==> src/rtl/irq_seq_pkg.sv <==
// Package: shared state encoding and micro-operation strobes for the
// interrupt entry sequencer. Assumes a single-issue, one-step-per-cycle flow.
package irq_seq_pkg;

    typedef enum logic [2:0] {
        ST_FETCH_ADDR  = 3'd0,  // address register <- program counter
        ST_FETCH_READ  = 3'd1,  // buffer <- memory, program counter + 1
        ST_FETCH_LOAD  = 3'd2,  // instruction register <- buffer (boundary)
        ST_ENTRY_SAVE  = 3'd3,  // buffer <- program counter, acknowledge
        ST_ENTRY_AIM   = 3'd4,  // address <- save slot, pc <- service start
        ST_ENTRY_WRITE = 3'd5   // memory[address] <- buffer
    } seq_state_e;

    typedef struct packed {
        logic mar_from_pc;
        logic mar_from_save;
        logic mbr_from_mem;
        logic mbr_from_pc;
        logic pc_step;
        logic pc_from_isr;
        logic ir_from_mbr;
        logic mem_write;
        logic ack;
    } uop_t;

endpackage

==> src/rtl/irq_pending.sv <==
// Module: holds an interrupt request until the sequencer takes it.
// Assumes irq_req is an event: any cycle it is high sets the latch, and a
// request in the same cycle as the take keeps the latch set.
module irq_pending (
    input  logic clk,
    input  logic rst_n,
    input  logic irq_req,
    input  logic take,
    output logic pending
);

    // Set on any request, clear when taken unless a new request arrives.
    always_ff @(posedge clk) begin
        if (!rst_n) begin
            pending <= 1'b0;
        end else begin
            pending <= (pending & ~take) | irq_req;
        end
    end

endmodule

==> src/rtl/seq_ctrl.sv <==
// Module: step sequencer. It walks the three fetch steps and, at the
// boundary, branches into the three entry steps when a request is pending.
// Assumes one micro-operation step per clock.
module seq_ctrl
    import irq_seq_pkg::*;
(
    input  logic clk,
    input  logic rst_n,
    input  logic pending,
    output logic take,
    output uop_t uop
);

    seq_state_e state_q;
    seq_state_e state_d;

    // Next-step selection; the only branch point is the end of a fetch.
    always_comb begin
        case (state_q)
            ST_FETCH_ADDR:  state_d = ST_FETCH_READ;
            ST_FETCH_READ:  state_d = ST_FETCH_LOAD;
            ST_FETCH_LOAD:  state_d = pending ? ST_ENTRY_SAVE : ST_FETCH_ADDR;
            ST_ENTRY_SAVE:  state_d = ST_ENTRY_AIM;
            ST_ENTRY_AIM:   state_d = ST_ENTRY_WRITE;
            ST_ENTRY_WRITE: state_d = ST_FETCH_ADDR;
            default:        state_d = ST_FETCH_ADDR;
        endcase
    end

    // Step register.
    always_ff @(posedge clk) begin
        if (!rst_n) begin
            state_q <= ST_FETCH_ADDR;
        end else begin
            state_q <= state_d;
        end
    end

    // Decode the current step into transfer strobes.
    always_comb begin
        uop = '0;
        case (state_q)
            ST_FETCH_ADDR:  uop.mar_from_pc = 1'b1;
            ST_FETCH_READ: begin
                uop.mbr_from_mem = 1'b1;
                uop.pc_step      = 1'b1;
            end
            ST_FETCH_LOAD:  uop.ir_from_mbr = 1'b1;
            ST_ENTRY_SAVE: begin
                uop.mbr_from_pc = 1'b1;
                uop.ack         = 1'b1;
            end
            ST_ENTRY_AIM: begin
                uop.mar_from_save = 1'b1;
                uop.pc_from_isr   = 1'b1;
            end
            ST_ENTRY_WRITE: uop.mem_write = 1'b1;
            default:        uop = '0;
        endcase
    end

    assign take = uop.ack;

endmodule

==> src/rtl/seq_datapath.sv <==
// Module: program counter, address, buffer and instruction registers.
// Each register loads from the source named by the active strobe; the
// strobes from the sequencer never select two sources for one register.
module seq_datapath
    import irq_seq_pkg::*;
#(
    parameter int unsigned             WORD_W    = 16,
    parameter logic [WORD_W-1:0]       RESET_PC  = '0,
    parameter logic [WORD_W-1:0]       SAVE_ADDR = '0,
    parameter logic [WORD_W-1:0]       ISR_ADDR  = '0
) (
    input  logic              clk,
    input  logic              rst_n,
    input  uop_t              uop,
    input  logic [WORD_W-1:0] mem_rdata,
    output logic [WORD_W-1:0] pc_q,
    output logic [WORD_W-1:0] mar_q,
    output logic [WORD_W-1:0] mbr_q,
    output logic [WORD_W-1:0] ir_q
);

    localparam logic [WORD_W-1:0] PC_ONE = WORD_W'(1);

    // Program counter: step after a read, jump at entry.
    always_ff @(posedge clk) begin
        if (!rst_n) begin
            pc_q <= RESET_PC;
        end else if (uop.pc_from_isr) begin
            pc_q <= ISR_ADDR;
        end else if (uop.pc_step) begin
            pc_q <= pc_q + PC_ONE;
        end
    end

    // Address register: sole source of the memory address.
    always_ff @(posedge clk) begin
        if (!rst_n) begin
            mar_q <= '0;
        end else if (uop.mar_from_save) begin
            mar_q <= SAVE_ADDR;
        end else if (uop.mar_from_pc) begin
            mar_q <= pc_q;
        end
    end

    // Buffer register: captures read data or the return address.
    always_ff @(posedge clk) begin
        if (!rst_n) begin
            mbr_q <= '0;
        end else if (uop.mbr_from_pc) begin
            mbr_q <= pc_q;
        end else if (uop.mbr_from_mem) begin
            mbr_q <= mem_rdata;
        end
    end

    // Instruction register: takes the fetched word.
    always_ff @(posedge clk) begin
        if (!rst_n) begin
            ir_q <= '0;
        end else if (uop.ir_from_mbr) begin
            ir_q <= mbr_q;
        end
    end

endmodule

==> src/rtl/irq_entry_seq.sv <==
// Module: top of the interrupt entry sequencer. Connects the pending
// latch, the step sequencer and the register datapath to the memory port.
// Assumes mem_rdata is valid in the same cycle as mem_addr.
module irq_entry_seq
    import irq_seq_pkg::*;
#(
    parameter int unsigned             WORD_W    = 16,
    parameter logic [WORD_W-1:0]       RESET_PC  = 16'h0200,
    parameter logic [WORD_W-1:0]       SAVE_ADDR = 16'h0010,
    parameter logic [WORD_W-1:0]       ISR_ADDR  = 16'h0100
) (
    input  logic              clk,
    input  logic              rst_n,
    input  logic              irq_req,
    output logic              irq_ack,
    output logic [WORD_W-1:0] mem_addr,
    output logic [WORD_W-1:0] mem_wdata,
    output logic              mem_we,
    input  logic [WORD_W-1:0] mem_rdata,
    output logic [WORD_W-1:0] pc_out,
    output logic [WORD_W-1:0] ir_out
);

    logic              pending;
    logic              take;
    uop_t              uop;
    logic [WORD_W-1:0] pc_q;
    logic [WORD_W-1:0] mar_q;
    logic [WORD_W-1:0] mbr_q;
    logic [WORD_W-1:0] ir_q;

    irq_pending u_pend (
        .clk     (clk),
        .rst_n   (rst_n),
        .irq_req (irq_req),
        .take    (take),
        .pending (pending)
    );

    seq_ctrl u_ctrl (
        .clk     (clk),
        .rst_n   (rst_n),
        .pending (pending),
        .take    (take),
        .uop     (uop)
    );

    seq_datapath #(
        .WORD_W    (WORD_W),
        .RESET_PC  (RESET_PC),
        .SAVE_ADDR (SAVE_ADDR),
        .ISR_ADDR  (ISR_ADDR)
    ) u_dp (
        .clk       (clk),
        .rst_n     (rst_n),
        .uop       (uop),
        .mem_rdata (mem_rdata),
        .pc_q      (pc_q),
        .mar_q     (mar_q),
        .mbr_q     (mbr_q),
        .ir_q      (ir_q)
    );

    assign mem_addr  = mar_q;
    assign mem_wdata = mbr_q;
    assign mem_we    = uop.mem_write;
    assign irq_ack   = uop.ack;
    assign pc_out    = pc_q;
    assign ir_out    = ir_q;

endmodule

==> config.mk <==
export PLATFORM = sky130hd
export DESIGN_NAME = irq_entry_seq
export DESIGN_NICKNAME = d
export VERILOG_FILES = /design/src/rtl/irq_seq_pkg.sv /design/src/rtl/irq_pending.sv /design/src/rtl/seq_ctrl.sv /design/src/rtl/seq_datapath.sv /design/src/rtl/irq_entry_seq.sv
export SDC_FILE = /design/constraint.sdc
export NUM_CORES = 1
export LEC_CHECK = 0
export BUFFER_PORTS_ARGS = -buffer_cell sky130_fd_sc_hd__buf_2
export CORE_ASPECT_RATIO = 1.1
export CORE_MARGIN = 3
export CORE_UTILIZATION = 50
export DETAILED_ROUTE_END_ITERATION = 10
export PLACE_DENSITY = 0.77
export SYNTH_ARGS = -nofsm -noshare
export SYNTH_HDL_FRONTEND = slang
export SYNTH_SLANG_ARGS = --single-unit
==> constraint.sdc <==
create_clock -name clk -period 1.7 [get_ports clk]
set_input_delay 0.51 -clock clk [delete_from_list [all_inputs] [get_ports clk]]
set_output_delay 0.51 -clock clk [all_outputs]
set_load 0.05 [all_outputs]
==> flow_metrics.env <==
export IMPL_outcome="finished, final reports clean"
export IMPL_async_flop_share=0
export IMPL_syn2layout_area_growth_pct=32.0
export IMPL_dpl_instance_area_mm2=0.00345
export IMPL_num_vias=2616
export IMPL_maxSlewViolCount=0
export IMPL_die_h_um=85.3
export IMPL_initial_core_util=0.523
export IMPL_finalHoldViolations=0
export IMPL_synth_flop_cell="dfxtp_1"
export IMPL_synth_most_common_cell="nand2_1"
export IMPL_final_min_clock_period_ps=1680
export IMPL_wire_per_inst_um=14.0
export IMPL_crit_family="flip-flops"
export IMPL_synth_seq_cells=68
export IMPL_crit_buf_inv=1
export IMPL_synth_fa_ha_area_frac=0.00437
export IMPL_drive_above_1_share=0.359
export IMPL_port_buffers=84
export IMPL_timing_worst_setup_path_type="reg -> out"
export IMPL_yosysWarnings=0
export IMPL_synth_top_family_by_area="simple AND/OR/NAND/NOR gates"
export IMPL_holdPathStages=3
export IMPL_fillers=458
export IMPL_cts_tree="done"
export IMPL_drc=0
export IMPL_hold_slack_ps=410
export IMPL_cts_inserted_buffers=9
export IMPL_detail_route_iter0_violations=150
export IMPL_synth_compound_area_frac=0.180
export IMPL_synth_edf_count=0
export IMPL_cap_violations=0
export IMPL_clk_pin_slew_ps=80
export IMPL_io_pins=85
export IMPL_grt_pass1_vias=2456
export IMPL_post_route_period_util=0.985
export IMPL_max_freq_mhz=597
export IMPL_routed_wl_um=6980
export IMPL_power_leakage_nw=1.76
export IMPL_final_setup_tns_ps=0
export IMPL_fin_nets=438
export IMPL_dp_hpwl_um=5090
export IMPL_grt_pass1_wl_um=11500
export IMPL_worst_path_largest_cell_delay_ps=490
export IMPL_yosysTopAreaCell="dfxtp_1"
export IMPL_synthTopCellsByArea="dfxtp_1, nand2_1, mux2i_1"
export IMPL_final_antenna_net_count=0
export IMPL_h_tree_depth=3
export IMPL_grt_max_degree=33
export IMPL_clk_latency_ps=350
export IMPL_syn_avg_cell_area_um2=8.94
export IMPL_yosys_area_share_simple=0.218
export IMPL_reg2reg_depth=5
export IMPL_synth_area_mm2=0.00286
export IMPL_root_buffer="clkbuf_8"
export IMPL_detail_route_vias_per_cell=5.25
export IMPL_required_ps=1190
export IMPL_diodes=0
export IMPL_synthMuxAreaShare=0.0599
export IMPL_yosysSeqAreaShare=0.476
export IMPL_relSlewSlack=0.789
export IMPL_gp_congestion=0.827
export IMPL_total_power_mw=4.01
export IMPL_path_max_fanout=7
export IMPL_overflow=0
export IMPL_yosysTopAreaCellShare=0.476
export IMPL_p_per_area_mw_per_mm2=1060
export IMPL_synth_xor_area_frac=0.0245
export IMPL_drt_first_pass_iters=4
export IMPL_clock_skew_final_ps=11.8
export IMPL_synth_common_cells="nand2_1, dfxtp_1, a21boi_0, a21oi_1"
export IMPL_placeableCoreArea_mm2=0.00547
export IMPL_irDropWorstVdd_uv=697
export IMPL_end_kind="primary output"
export IMPL_die_w_um=78.1
export IMPL_hp_class="in -> reg"
export IMPL_yosysUniqueCellTypes=40
export IMPL_timing_final_ws_setup_ps=24.8
export IMPL_syn_num_nets=340
export IMPL_worstMarginPinSlew_ps=316
export IMPL_worstPathCellList="buf_2"
export IMPL_clk_path_buf_depth=2
export IMPL_cp_arrival_ps=1170
export IMPL_track_usage=0.217
export IMPL_die_area_mm2=0.00667
export IMPL_clock_sinks=68
export IMPL_slowest_stage="dfxtp_1"
export IMPL_netlist_instances=320
export IMPL_start_kind="flip-flop"
export IMPL_num_rows=28
export IMPL_pre_cts_ws_ps=91.4
export IMPL_final_area_mm2=0.00378
export IMPL_cp_num_cells=1
export IMPL_finalSetupViolCount=0
export IMPL_antenna_found_initial=0
## layout by cell type (no fill, tap or decap), types with 3 or more instances in the layout
cell | synthesis | layout
mux2i_1 | 16 | 16
nand4_1 | 5 | 5
o21ai_0 | 8 | 8
bufinv_16 | 0 | 3
buf_4 | 2 | 24
nand2_1 | 85 | 83
xnor2_1 | 3 | 3
nand3_1 | 5 | 5
dfxtp_1 | 68 | 57
a21oi_1 | 20 | 20
dfxtp_2 | 0 | 9
clkbuf_8 | 0 | 10
a21boi_0 | 20 | 20
xor2_1 | 5 | 5
or3_1 | 5 | 5
buf_2 | 10 | 81
nor2_1 | 10 | 8
o211a_1 | 16 | 16
nor2b_1 | 4 | 3
## report_power, final
group	internal, mW	switching, mW	total (mW)
clock network	1.01	0.618	1.63
registers	1.66	0.0546	1.72
logic	0.218	0.447	0.665
## through the flow
stage	std cells	utilization
final	498	0.691
after global routing	498	0.691
after CTS	497	0.686
after detailed placement	479	0.632
after global placement	479	0.632
after floorplan	320	-
## final timing paths
path	from	slack (ps)	end
max	u_dp.pc_q[10]$_SDFFE_PP0N_	20	pc_out[10]
max reg2reg	u_dp.pc_q[1]$_SDFFE_PP0N_	110	u_dp.pc_q[12]$_SDFFE_PP0N_
min	irq_req	410	u_pend.pending$_SDFF_PN0_
min reg2reg	u_dp.ir_q[14]$_SDFFE_PN0N_	460	u_dp.ir_q[14]$_SDFFE_PN0N_
## final cells by class
class / instances / area [µm²] / area share
Multi-Input combinational cell: 229 / 1430 / 0.379
Sequential cell: 68 / 1380 / 0.365
Timing Repair Buffer: 108 / 616 / 0.163
Clock buffer: 10 / 138 / 0.0364
Clock inverter: 6 / 111 / 0.0295
Tap cell: 75 / 93.8 / 0.0249
Inverter: 2 / 7.51 / 0.00199
## cells by family (layout without fill, tap and decap cells)
group,Yosys count,count (layout)
buffers and inverters,23,126
muxes,17,17
and+or+nand+nor,131,131
adders and majority gates,1,1
DFF,68,68
AOI/OAI and AO/OA,72,72
xor gates and xnor gates,8,8
## routing by layer
| layer | part of all wire | track usage |
|---|---|---|
| met5 | 0 | 0 |
| met4 | 0.023 | 0.124 |
| met3 | 0.060 | 0.0467 |
| met2 | 0.47 | 0.343 |
| met1 | 0.45 | 0.274 |
## registers in the layout, summed over array words and instances (netlist names)
name,flops
u_dp.ir_q,16
u_dp.mar_q,16
u_dp.mbr_q,16
u_dp.pc_q,16
u_pend.pending,1
u_ctrl.state_q,3
## repair_timing
item | 4_1_cts | 5_1_grt
endpoints found under the setup margin | 2 | 10
hold buffers | 0 | 0
setup buffers | 2 | 1
hold endpoints to repair | 0 | 0
resized for setup | 10 | 7
(Power assumes the default switching activity.)
